[config.mk]
export PLATFORM = sky130hd
export DESIGN_NAME = qbport_ctrl
export DESIGN_NICKNAME = d
export VERILOG_FILES = /design/src/rtl/qbport_pkg.sv /design/src/rtl/qbport_control.sv /design/src/rtl/qbport_datapath.sv /design/src/rtl/qbport_ctrl.sv
export SDC_FILE = /design/constraint.sdc
export NUM_CORES = 1
export LEC_CHECK = 0
export ABC_CLOCK_PERIOD_IN_PS = 2000
export BUFFER_PORTS_ARGS = -buffer_cell sky130_fd_sc_hd__buf_2
export CAP_MARGIN = 20
export CORE_MARGIN = 3
export CORE_UTILIZATION = 51
export CTS_BUF_LIST = sky130_fd_sc_hd__clkbuf_8
export DETAILED_ROUTE_END_ITERATION = 10
export GPL_TIMING_DRIVEN = 0
export PLACE_DENSITY = 0.8
export SYNTH_ARGS = -nofsm -noshare
export SYNTH_HDL_FRONTEND = slang
export SYNTH_SLANG_ARGS = --single-unit
[constraint.sdc]
create_clock -name clk -period 2 [get_ports clk]
set_input_delay 0 -clock clk [delete_from_list [all_inputs] [get_ports clk]]
set_output_delay 0 -clock clk [all_outputs]
set_load 0.05 [all_outputs]
[src/rtl/qbport_pkg.sv]
package qbport_pkg;
  localparam int NUM_PORTS = 3;
  localparam int PORT_W = 8;
  localparam int ADDR_W = 8;
  localparam int DATA_W = 8;
  localparam int PIN_COUNT = NUM_PORTS * PORT_W;
  localparam int SYNC_STAGES = 2;

  localparam logic [ADDR_W-1:0] CTRL_ADDR = 8'hF8;
  localparam logic [ADDR_W-1:0] PORT_BASE = 8'h90;
  localparam int PORT_STRIDE = 16;

  localparam int HZ_LSB = 1;
  localparam int WEAK_ONLY_BIT = HZ_LSB + NUM_PORTS;
  localparam logic [DATA_W-1:0] CTRL_MASK =
    DATA_W'(((1 << (NUM_PORTS + 1)) - 1) << HZ_LSB);

  function automatic logic [ADDR_W-1:0] portAddr(input int idx);
    return PORT_BASE + ADDR_W'(idx * PORT_STRIDE);
  endfunction

  typedef struct packed {
    logic [NUM_PORTS-1:0] latchWr;
    logic                 ctrlWr;
    logic [NUM_PORTS-1:0] portSel;
    logic                 ctrlSel;
    logic                 useLatch;
  } strobes_t;
endpackage

[src/rtl/qbport_control.sv]
module qbport_control
  import qbport_pkg::*;
(
  input  logic [ADDR_W-1:0] sfrAddr,
  input  logic              sfrWrEn,
  input  logic              sfrRdLatch,
  output strobes_t          strb
);
  logic [NUM_PORTS-1:0] hitPort;
  logic hitCtrl;

  for (genvar p = 0; p < NUM_PORTS; p++) begin : gDecode
    assign hitPort[p] = (sfrAddr == portAddr(p));
  end

  assign hitCtrl = (sfrAddr == CTRL_ADDR);

  always_comb begin
    strb.latchWr  = hitPort & {NUM_PORTS{sfrWrEn}};
    strb.ctrlWr   = hitCtrl & sfrWrEn;
    strb.portSel  = hitPort;
    strb.ctrlSel  = hitCtrl;
    strb.useLatch = sfrRdLatch;
  end
endmodule

[src/rtl/qbport_datapath.sv]
module qbport_datapath
  import qbport_pkg::*;
(
  input  logic                 clk,
  input  logic                 rstN,
  input  strobes_t             strb,
  input  logic [DATA_W-1:0]    wrData,
  input  logic [PIN_COUNT-1:0] pinIn,
  output logic [DATA_W-1:0]    rdData,
  output logic [PIN_COUNT-1:0] pullDown,
  output logic [PIN_COUNT-1:0] weakUp,
  output logic [PIN_COUNT-1:0] strongUp
);
  logic [NUM_PORTS-1:0][PORT_W-1:0] latchQ;
  logic [DATA_W-1:0] ctrlQ;
  logic [SYNC_STAGES-1:0][PIN_COUNT-1:0] syncQ;
  logic [PIN_COUNT-1:0] pinLevel;
  logic weakOnly;

  always_ff @(posedge clk or negedge rstN) begin
    if (!rstN) begin
      for (int p = 0; p < NUM_PORTS; p++) latchQ[p] <= '1;
      ctrlQ <= '0;
    end else begin
      for (int p = 0; p < NUM_PORTS; p++)
        if (strb.latchWr[p]) latchQ[p] <= wrData[PORT_W-1:0];
      if (strb.ctrlWr) ctrlQ <= wrData & CTRL_MASK;
    end
  end

  always_ff @(posedge clk or negedge rstN) begin
    if (!rstN) begin
      syncQ <= '1;
    end else begin
      syncQ[0] <= pinIn;
      for (int s = 1; s < SYNC_STAGES; s++) syncQ[s] <= syncQ[s-1];
    end
  end

  assign pinLevel = syncQ[SYNC_STAGES-1];
  assign weakOnly = ctrlQ[WEAK_ONLY_BIT];

  for (genvar p = 0; p < NUM_PORTS; p++) begin : gPort
    logic hiZ;
    assign hiZ = ctrlQ[HZ_LSB + p];
    for (genvar b = 0; b < PORT_W; b++) begin : gPin
      localparam int IDX = p * PORT_W + b;
      assign pullDown[IDX] = !hiZ && !latchQ[p][b];
      assign weakUp[IDX]   = !hiZ && latchQ[p][b];
      assign strongUp[IDX] = !hiZ && latchQ[p][b] && !weakOnly && pinLevel[IDX];
    end
  end

  always_comb begin
    rdData = '0;
    if (strb.ctrlSel) rdData = ctrlQ & CTRL_MASK;
    for (int p = 0; p < NUM_PORTS; p++)
      if (strb.portSel[p])
        rdData = strb.useLatch ? latchQ[p] : pinLevel[p*PORT_W +: PORT_W];
  end
endmodule

[src/rtl/qbport_ctrl.sv]
module qbport_ctrl
  import qbport_pkg::*;
(
  input  logic                 clk,
  input  logic                 rstN,
  input  logic [ADDR_W-1:0]    sfrAddr,
  input  logic                 sfrWrEn,
  input  logic [DATA_W-1:0]    sfrWrData,
  input  logic                 sfrRdLatch,
  output logic [DATA_W-1:0]    sfrRdData,
  input  logic [PIN_COUNT-1:0] pinIn,
  output logic [PIN_COUNT-1:0] pullDown,
  output logic [PIN_COUNT-1:0] weakUp,
  output logic [PIN_COUNT-1:0] strongUp
);
  strobes_t strb;

  qbport_control u_control (
    .sfrAddr(sfrAddr), .sfrWrEn(sfrWrEn), .sfrRdLatch(sfrRdLatch), .strb(strb)
  );

  qbport_datapath u_datapath (
    .clk(clk), .rstN(rstN), .strb(strb), .wrData(sfrWrData), .pinIn(pinIn),
    .rdData(sfrRdData), .pullDown(pullDown), .weakUp(weakUp), .strongUp(strongUp)
  );
endmodule

-- Word-level counts from Yosys, hierarchy flattened
Index checks and enable logic that the tools add are counted.
Widths: inputs -> output; s select.
- memories kept: 0
- memory bits (read-only): 0
- latch bits: 0
- memory bits (writable): 0
- output and inout port bits: 80
- register bits after elaboration: 76
- divide/modulo/power cells: 0
- bitwise logic cells: 2
- add/subtract/negate cells: 0
- eq/ne operators: 4
- reductions and logical operators: 124
- shift-type cells: 0
- order comparisons: 0
- multipliers: 0
- multiplexer cells: 7
- operator list (cell ; number):
    $logic_and 1x1->1 ; 96
    $mux 8 ; 6
    $eq 8x8->1 const B ; 4
    $logic_not 1->1 ; 28
    $mux 5 ; 1
    $and 3x3->3 ; 1
    $and 1x1->1 ; 1

-- Longest topological paths before layout
Gate-level depths: netlist of the first run.
- word-level depth: 5
- gate-level depth with buffers: 5
- mapped depth without buffers: 3

-- Cells and area by module
Synthesis of the first run repeated with hierarchy kept, for this count alone.
- cells, all modules: 261
- area, all modules: 3402.0 µm²
- by module, submodules not included (module ; cells each ; seq. area each (µm²) ; instances ; area an instance (µm²)):
    qbport_datapath ; 244 ; 1991.9 ; 1 ; 3265.6
    qbport_control ; 17 ; 0.0 ; 1 ; 136.4

-- Worst setup path after synthesis of the first run
Ideal clock, no wire load.
- path type: register to output
- start: register u_datapath.latchQ[12] in the netlist's numbering
- end: output sfrRdData[4]
- buffers on the path: 0
- stages on the path, launching flop included: 4
- arrival: 2.064 ns
- slack: -0.064 ns
- data required time: 2.000 ns
- cells stage by stage: dfstp_2 -> mux4_2 -> nor3_1 -> o32ai_1
- word-level cells in the longest chain between the ends: 3
- RTL lines (what ; RTL line ; source):
    start, declared ; qbport_datapath.sv:14 ; logic [NUM_PORTS-1:0][PORT_W-1:0] latchQ;
    start signal, assigned by index ; qbport_datapath.sv:26 ; if (strb.latchWr[p]) latchQ[p] <= wrData[PORT_W-1:0];
    $mux 8 ; qbport_datapath.sv:59 ; rdData = strb.useLatch ? latchQ[p] : pinLevel[p*PORT_W +: PORT_W];
    $mux 8 (2 in series) ; qbport_datapath.sv:58 ; if (strb.portSel[p])
    end, declared ; qbport_ctrl.sv:10 ; output logic [DATA_W-1:0] sfrRdData,
Every way passes these cells.

-- Final worst setup path of the first run
- start: register u_datapath.ctrlQ[1]
- end: output strongUp[0]
- word-level cells in the longest chain between the ends: 4
- RTL lines (what ; RTL line ; source):
    start, declared ; qbport_datapath.sv:15 ; logic [DATA_W-1:0] ctrlQ;
    start signal, assigned ; qbport_datapath.sv:27 ; if (strb.ctrlWr) ctrlQ <= wrData & CTRL_MASK;
    $logic_not 1->1 ; qbport_datapath.sv:50 ; assign strongUp[IDX] = !hiZ && latchQ[p][b] && !weakOnly && pinLevel[IDX];
    $logic_and 1x1->1 (3 in series) ; qbport_datapath.sv:50 ;
    end, declared ; qbport_ctrl.sv:14 ; output logic [PIN_COUNT-1:0] strongUp
Every way passes these cells.

==> flow_summary.ini, run 1 <==
[synth]
syn_area_um2 = 3260
syn_area_per_cell_um2 = 13.5
syn_nets = 286
synth-seq-cells = 76
ys_types = 23
ys_seq_area_frac = 0.612
synth_top_area_frac = 0.581
ys_warn_count = 0
netlist_top_cells_area = dfstp_2 58%, mux2_2 11%, mux4_2 5.5%
yosysTopAreaCell = dfstp_2
synth_cells = 242

[status]
status = finished clean

[critical_path]
cp.buffers_inverters = 2
reg2reg_from = u_datapath.ctrlQ[1]$_DFFE_PN0P_
r2r-end = u_datapath.ctrlQ[1]$_DFFE_PN0P_
endpoint_kind = primary output
critical_path.max_stage_delay_ns = 0.41
crit_required_ns = 2.00
slowest_stage = nor2_2
cpLargestDelayFamily = simple AND/OR/NAND/NOR gates
worst_setup_path_start_kind = register
critPathKind = reg2out
crit_chain = clkbuf_1 > nor2_2 > and3_1 > buf_2
cp_max_fo = 10
r2r_slack_ns = 0.58
reg2reg_depth = 3
cp.arrival_ns = 1.90

[place]
place_hpwl_um = 5990
dpl.cell_count = 438
place_congestion = 0.879
port_buffers = 121

[sta]
finalHoldViolCount = 0
rsz0062_at_grt = false
max_freq_ghz = 0.526
skew_ns = 0.00313
timing.final.crit_share = 0.950
setup_viol = 0
final-max-slew-violation-count = 0
slew_headroom = 0.404
fin_tns_setup_ns = 0
tightest_slew_ns = 0.893
period_needed_ns = 1.90

[route]
num_vias = 2566
dr.pass1.iters = 4
ant_nets = 0
routed_wl_um = 8920
wire_per_inst_um = 18.4
drtIter0Drc = 144
drcViolationCount = 0
viasPerCell = 5.29

[power]
power-per-cell-area_nw_per_um2 = 755
peakVddDrop_mv = 0.513
power_leakage_nw = 2.17

[grt]
overflow = 0
antenna_found_initial = 0
grt_pass1_wl_um = 14400
grt_start_max_net_pins = 77
grt_pass1_vias = 2737
grt_usage = 0.262

[final_layout]
drive_above_1_share = 0.637
nets = 450
fin_cells = 485
area_growth_pct = 37.6
diodes = 0
layout_common_cells = 122 x buf_2, 72 x dfstp_2, 33 x dlygate4sd3_1
final_common_cell = buf_2

[die]
die-area_um2 = 7380
core-area_um2 = 6060
die_h_um = 85.9
initial_core_util = 0.537
rows = 28
fp.dieW_um = 85.9
io_pins = 124

[clock_network]
clk_latency_ns = 0.34
clk_pin_slew_worst_paths_ns = 0.08
clockBufferDepth = 2
cts.sinks = 76
cts_tree = yes
postCtsSetupRepairBufs = 0
cts_max_level = 3
numCtsBuffers = 9
cts_root_buffer = clkbuf_8

[min_path]
worstHoldEndpoint = u_datapath.latchQ[13]$_DFFE_PN1P_
hold_start = sfrAddr[4]
worstHoldPathType = in2reg
hold_depth = 3

[flow_run]
max-cap-violations = 0
report_power, final:
part / switching, W / internal (W)
Combinational: 0.000492 / 0.000224
Clock: 0.000522 / 0.000424
Sequential: 0.0000517 / 0.00167
registers in the layout, summed over array words and instances, names as in the netlist:
name and flops:
u_datapath.syncQ 24, u_datapath.ctrlQ 4, u_datapath.latchQ 24, u_datapath.pinLevel 24
per-stage QoR:
| stage | area, um2 | setup slack, ns | hold slack [ns] | utilization | power [W] |
|---|---|---|---|---|---|
| CTS | 4480 | 0.0398 | 0.157 | 0.739 | 0.00339 |
| global placement | 3990 | 0.0767 | 0.105 | 0.658 | 0.00239 |
| detailed placement | 3990 | 0.0455 | 0.106 | 0.658 | 0.00241 |
| floorplan | 3290 | 0.345 | -0.296 | - | 0.00219 |
| finish | 4480 | 0.101 | 0.165 | 0.740 | 0.00339 |
| global route | 4480 | 0.0158 | 0.170 | 0.740 | 0.00352 |
layout make-up:
cell class	count	area, um2
sequential	76	1990
buffer	11	48.8
tap	75	93.8
fill	431	1580
multi-input combinational	154	1260
timing repair buffer	154	938
clock buffer	9	124
clock inverter	6	26.3
how the worst max path moves through the flow:
stage,startpoint,endpoint,slack [ns],depth (start not counted)
after floorplan,sfrRdLatch,sfrRdData[5],0.34,5
after global placement,sfrRdLatch,sfrRdData[6],0.08,6
after detailed placement,sfrRdLatch,sfrRdData[6],0.05,6
after CTS,sfrRdLatch,sfrRdData[5],0.04,6
after global routing,u_datapath.ctrlQ[1]$_DFFE_PN0P_,strongUp[0],0.02,4
final,u_datapath.ctrlQ[1]$_DFFE_PN0P_,strongUp[0],0.10,4
cell families (layout without fill, tap and decap cells):
kind of cell,after synthesis,in the layout,share of synthesized area
AOI/OAI and AO/OA,12,12,0.0261
buffers and inverters,12,180,0.0146
DFF,76,76,0.612
muxes,44,44,0.178
and+or+nand+nor,98,98,0.169
layer usage:
layer / wire length [um] / track usage / part of all wire / up-vias
met3: 535 / 0.0624 / 0.060 / 12
met1: 3730 / 0.354 / 0.42 / 1274
met4: 150 / 0.0820 / 0.017 / 0
met5: 0 / 0 / 0 / -
li1: - / - / - / 1181
met2: 4510 / 0.423 / 0.51 / 99
timing repair:
item	4_1_cts	5_1_grt
endpoints found under the hold margin	56	0
hold buffers	33	0
setup endpoints to repair	25	36
gates resized for setup	4	6
worst min-delay path, stage by stage:
cell and delay [ns]:
buf_2 0.14, nor4b_4 0.11, mux2_2 0.23
Yosys cell counts:
cell type / n
buf_1: 1
a21oi_1: 4
nor4b_2: 1
dfstp_2: 72
nor2_1: 32
nor3_1: 4
or2_2: 1
and2_1: 1
nor4b_4: 1
o32ai_1: 4
clkbuf_1: 9
a22oi_1: 4
mux4_2: 8
dfrtp_1: 4
or4b_1: 1
nand3_1: 1
buf_2: 2
mux2i_1: 4
nor2b_1: 26
nand2_1: 2
mux2_2: 32
nand4_1: 3
and3_1: 25
Note: power is estimated with default switching activity, not from simulation.
==> inputs of run 2 (changes only) <==
--- a/config.mk
+++ b/config.mk
@@ -14,6 +14,8 @@
 export DETAILED_ROUTE_END_ITERATION = 10
 export GPL_TIMING_DRIVEN = 0
 export PLACE_DENSITY = 0.8
+export SETUP_SLACK_MARGIN = 0.3
 export SYNTH_ARGS = -nofsm -noshare
 export SYNTH_HDL_FRONTEND = slang
 export SYNTH_SLANG_ARGS = --single-unit
+export TNS_END_PERCENT = 20
==> flow_summary.ini, run 2 (synthesized netlist as in run 1, its figures left out) <==
[status]
status = finished clean

[die]
core-area_um2 = 6060
fp.dieW_um = 85.9
die_h_um = 85.9
die-area_um2 = 7380
io_pins = 124
initial_core_util = 0.537
rows = 28

[final_layout]
nets = 459
seqCellArea_um2 = 1990
multi_input_area_um2 = 1290
nFillCells = 381
final_common_cell = buf_2
layout_common_cells = 110 x buf_2, 72 x dfstp_2, 33 x dlygate4sd3_1
fin_cells = 495
final_core_util = 0.779
drive_above_1_share = 0.662
diodes = 0
area_growth_pct = 44.9

[grt]
grt_pass1_wl_um = 14000
grt_usage = 0.257
overflow = 0
grt_start_max_net_pins = 77
antenna_found_initial = 0
grt_pass1_vias = 2748

[route]
dr.pass1.iters = 4
viasPerCell = 5.37
drtIter0Drc = 161
routed_wl_um = 9280
wire_per_inst_um = 18.8
num_vias = 2659
drcViolationCount = 0
ant_nets = 0

[critical_path]
endpoint_kind = primary output
worst_setup_path_start_kind = register
cp.buffers_inverters = 1
cpLargestDelayFamily = flip-flops
critical_path.max_stage_delay_ns = 0.57
cp.arrival_ns = 1.73
slowest_stage = dfstp_2
crit_required_ns = 2.00
cp_max_fo = 5
crit_chain = mux4_2 > nor3_2 > o32ai_2 > buf_6
critPathKind = reg2out

[power]
peakVddDrop_mv = 0.744
power-per-cell-area_nw_per_um2 = 814
power_leakage_nw = 2.26
totalPowerFinal_w = 0.00384

[clock_network]
clockBufferDepth = 2
cts_max_level = 3
clk_pin_slew_worst_paths_ns = 0.07
numCtsBuffers = 9
cts_tree = yes
clk_latency_ns = 0.35
cts_root_buffer = clkbuf_8
cts.sinks = 76

[min_path]
worstHoldPathType = in2reg

[sta]
tightest_slew_ns = 0.908
timing.hold.ws_ns = 0.158
final-max-slew-violation-count = 0
finalHoldViolCount = 0
timing.final.crit_share = 0.867
fin_tns_setup_ns = 0
slew_headroom = 0.394
period_needed_ns = 1.73
max_freq_ghz = 0.577
skew_ns = 0.0126
setup_viol = 0
rsz0062_at_grt = true

[place]
place_hpwl_um = 6160
port_buffers = 121
dpl.cell_count = 438
place_congestion = 0.853

[flow_run]
max-cap-violations = 0
## run 2: changes by cell type in the layout (fill, tap and decap cells not counted), moves of 3 or more
cell       delta
buf_2        -12
nor3_2        +4
buf_4        +17
bufinv_16     +3
clkinv_2      -3
buf_6         +4
nor3_1        -4
## run 2: area by class of cell
cell class	count	share of cell area
multi-input cells	154	0.274
well taps	75	0.0199
flip-flops and latches	76	0.422
plain buffers	12	0.0130
repair buffers	162	0.222
clock inverters	7	0.0231
clock buffers	9	0.0262
## run 2: worst reg2reg max path, stage by stage (launching register included)
cell and delay [ns]:
dfrtp_1 0.36, clkbuf_2 0.23, clkbuf_2 0.28, mux2_2 0.31
## run 2: through the flow
stage / setup WS (ns) / cell area, um2
2_1_floorplan: -0.0545 / 3260
3_3_place_gp: 0.0280 / 3960
3_5_place_dp: 0.00694 / 3970
4_1_cts: 0.254 / 4640
5_1_grt: 0.200 / 4720
6_report: 0.266 / 4720
## run 2: power by group
group          switching [W]  total [W]  internal [W]
clock               0.000558    0.00137      0.000816
combinational       0.000507   0.000750      0.000243
sequential         0.0000477    0.00172       0.00167
## run 2: final timing paths
path,from,to,slack [ns],cells after the start
worst min-delay path,sfrAddr[4],u_datapath.latchQ[10]$_DFFE_PN1P_,0.16,3
worst max-delay path,u_datapath.latchQ[18]$_DFFE_PN1P_,sfrRdData[2],0.27,4
min in group asynchronous,rstN,u_datapath.ctrlQ[3]$_DFFE_PN0P_,0.33,2
worst max register to register,u_datapath.ctrlQ[1]$_DFFE_PN0P_,u_datapath.ctrlQ[1]$_DFFE_PN0P_,0.71,3
max in group asynchronous,rstN,u_datapath.ctrlQ[4]$_DFFE_PN0P_,1.08,2
worst min register to register,u_datapath.syncQ[3]$_DFF_PN1_,u_datapath.pinLevel[3]$_DFF_PN1_,0.35,0
## run 2: what timing repair did
action,4_1_cts,5_1_grt
hold buffers,33,0
endpoints found under the setup margin,59,47
hold endpoints to repair,56,0
resized for setup,27,17
pin swaps,3,3
buffers inserted,4,4
## run 2: metal layers
metal	routed length, um	GRT usage	vias up
met3	616	0.0692	15
li1	-	-	1208
met1	3820	0.324	1324
met5	0	0	-
met2	4720	0.427	112
met4	135	0.0921	0
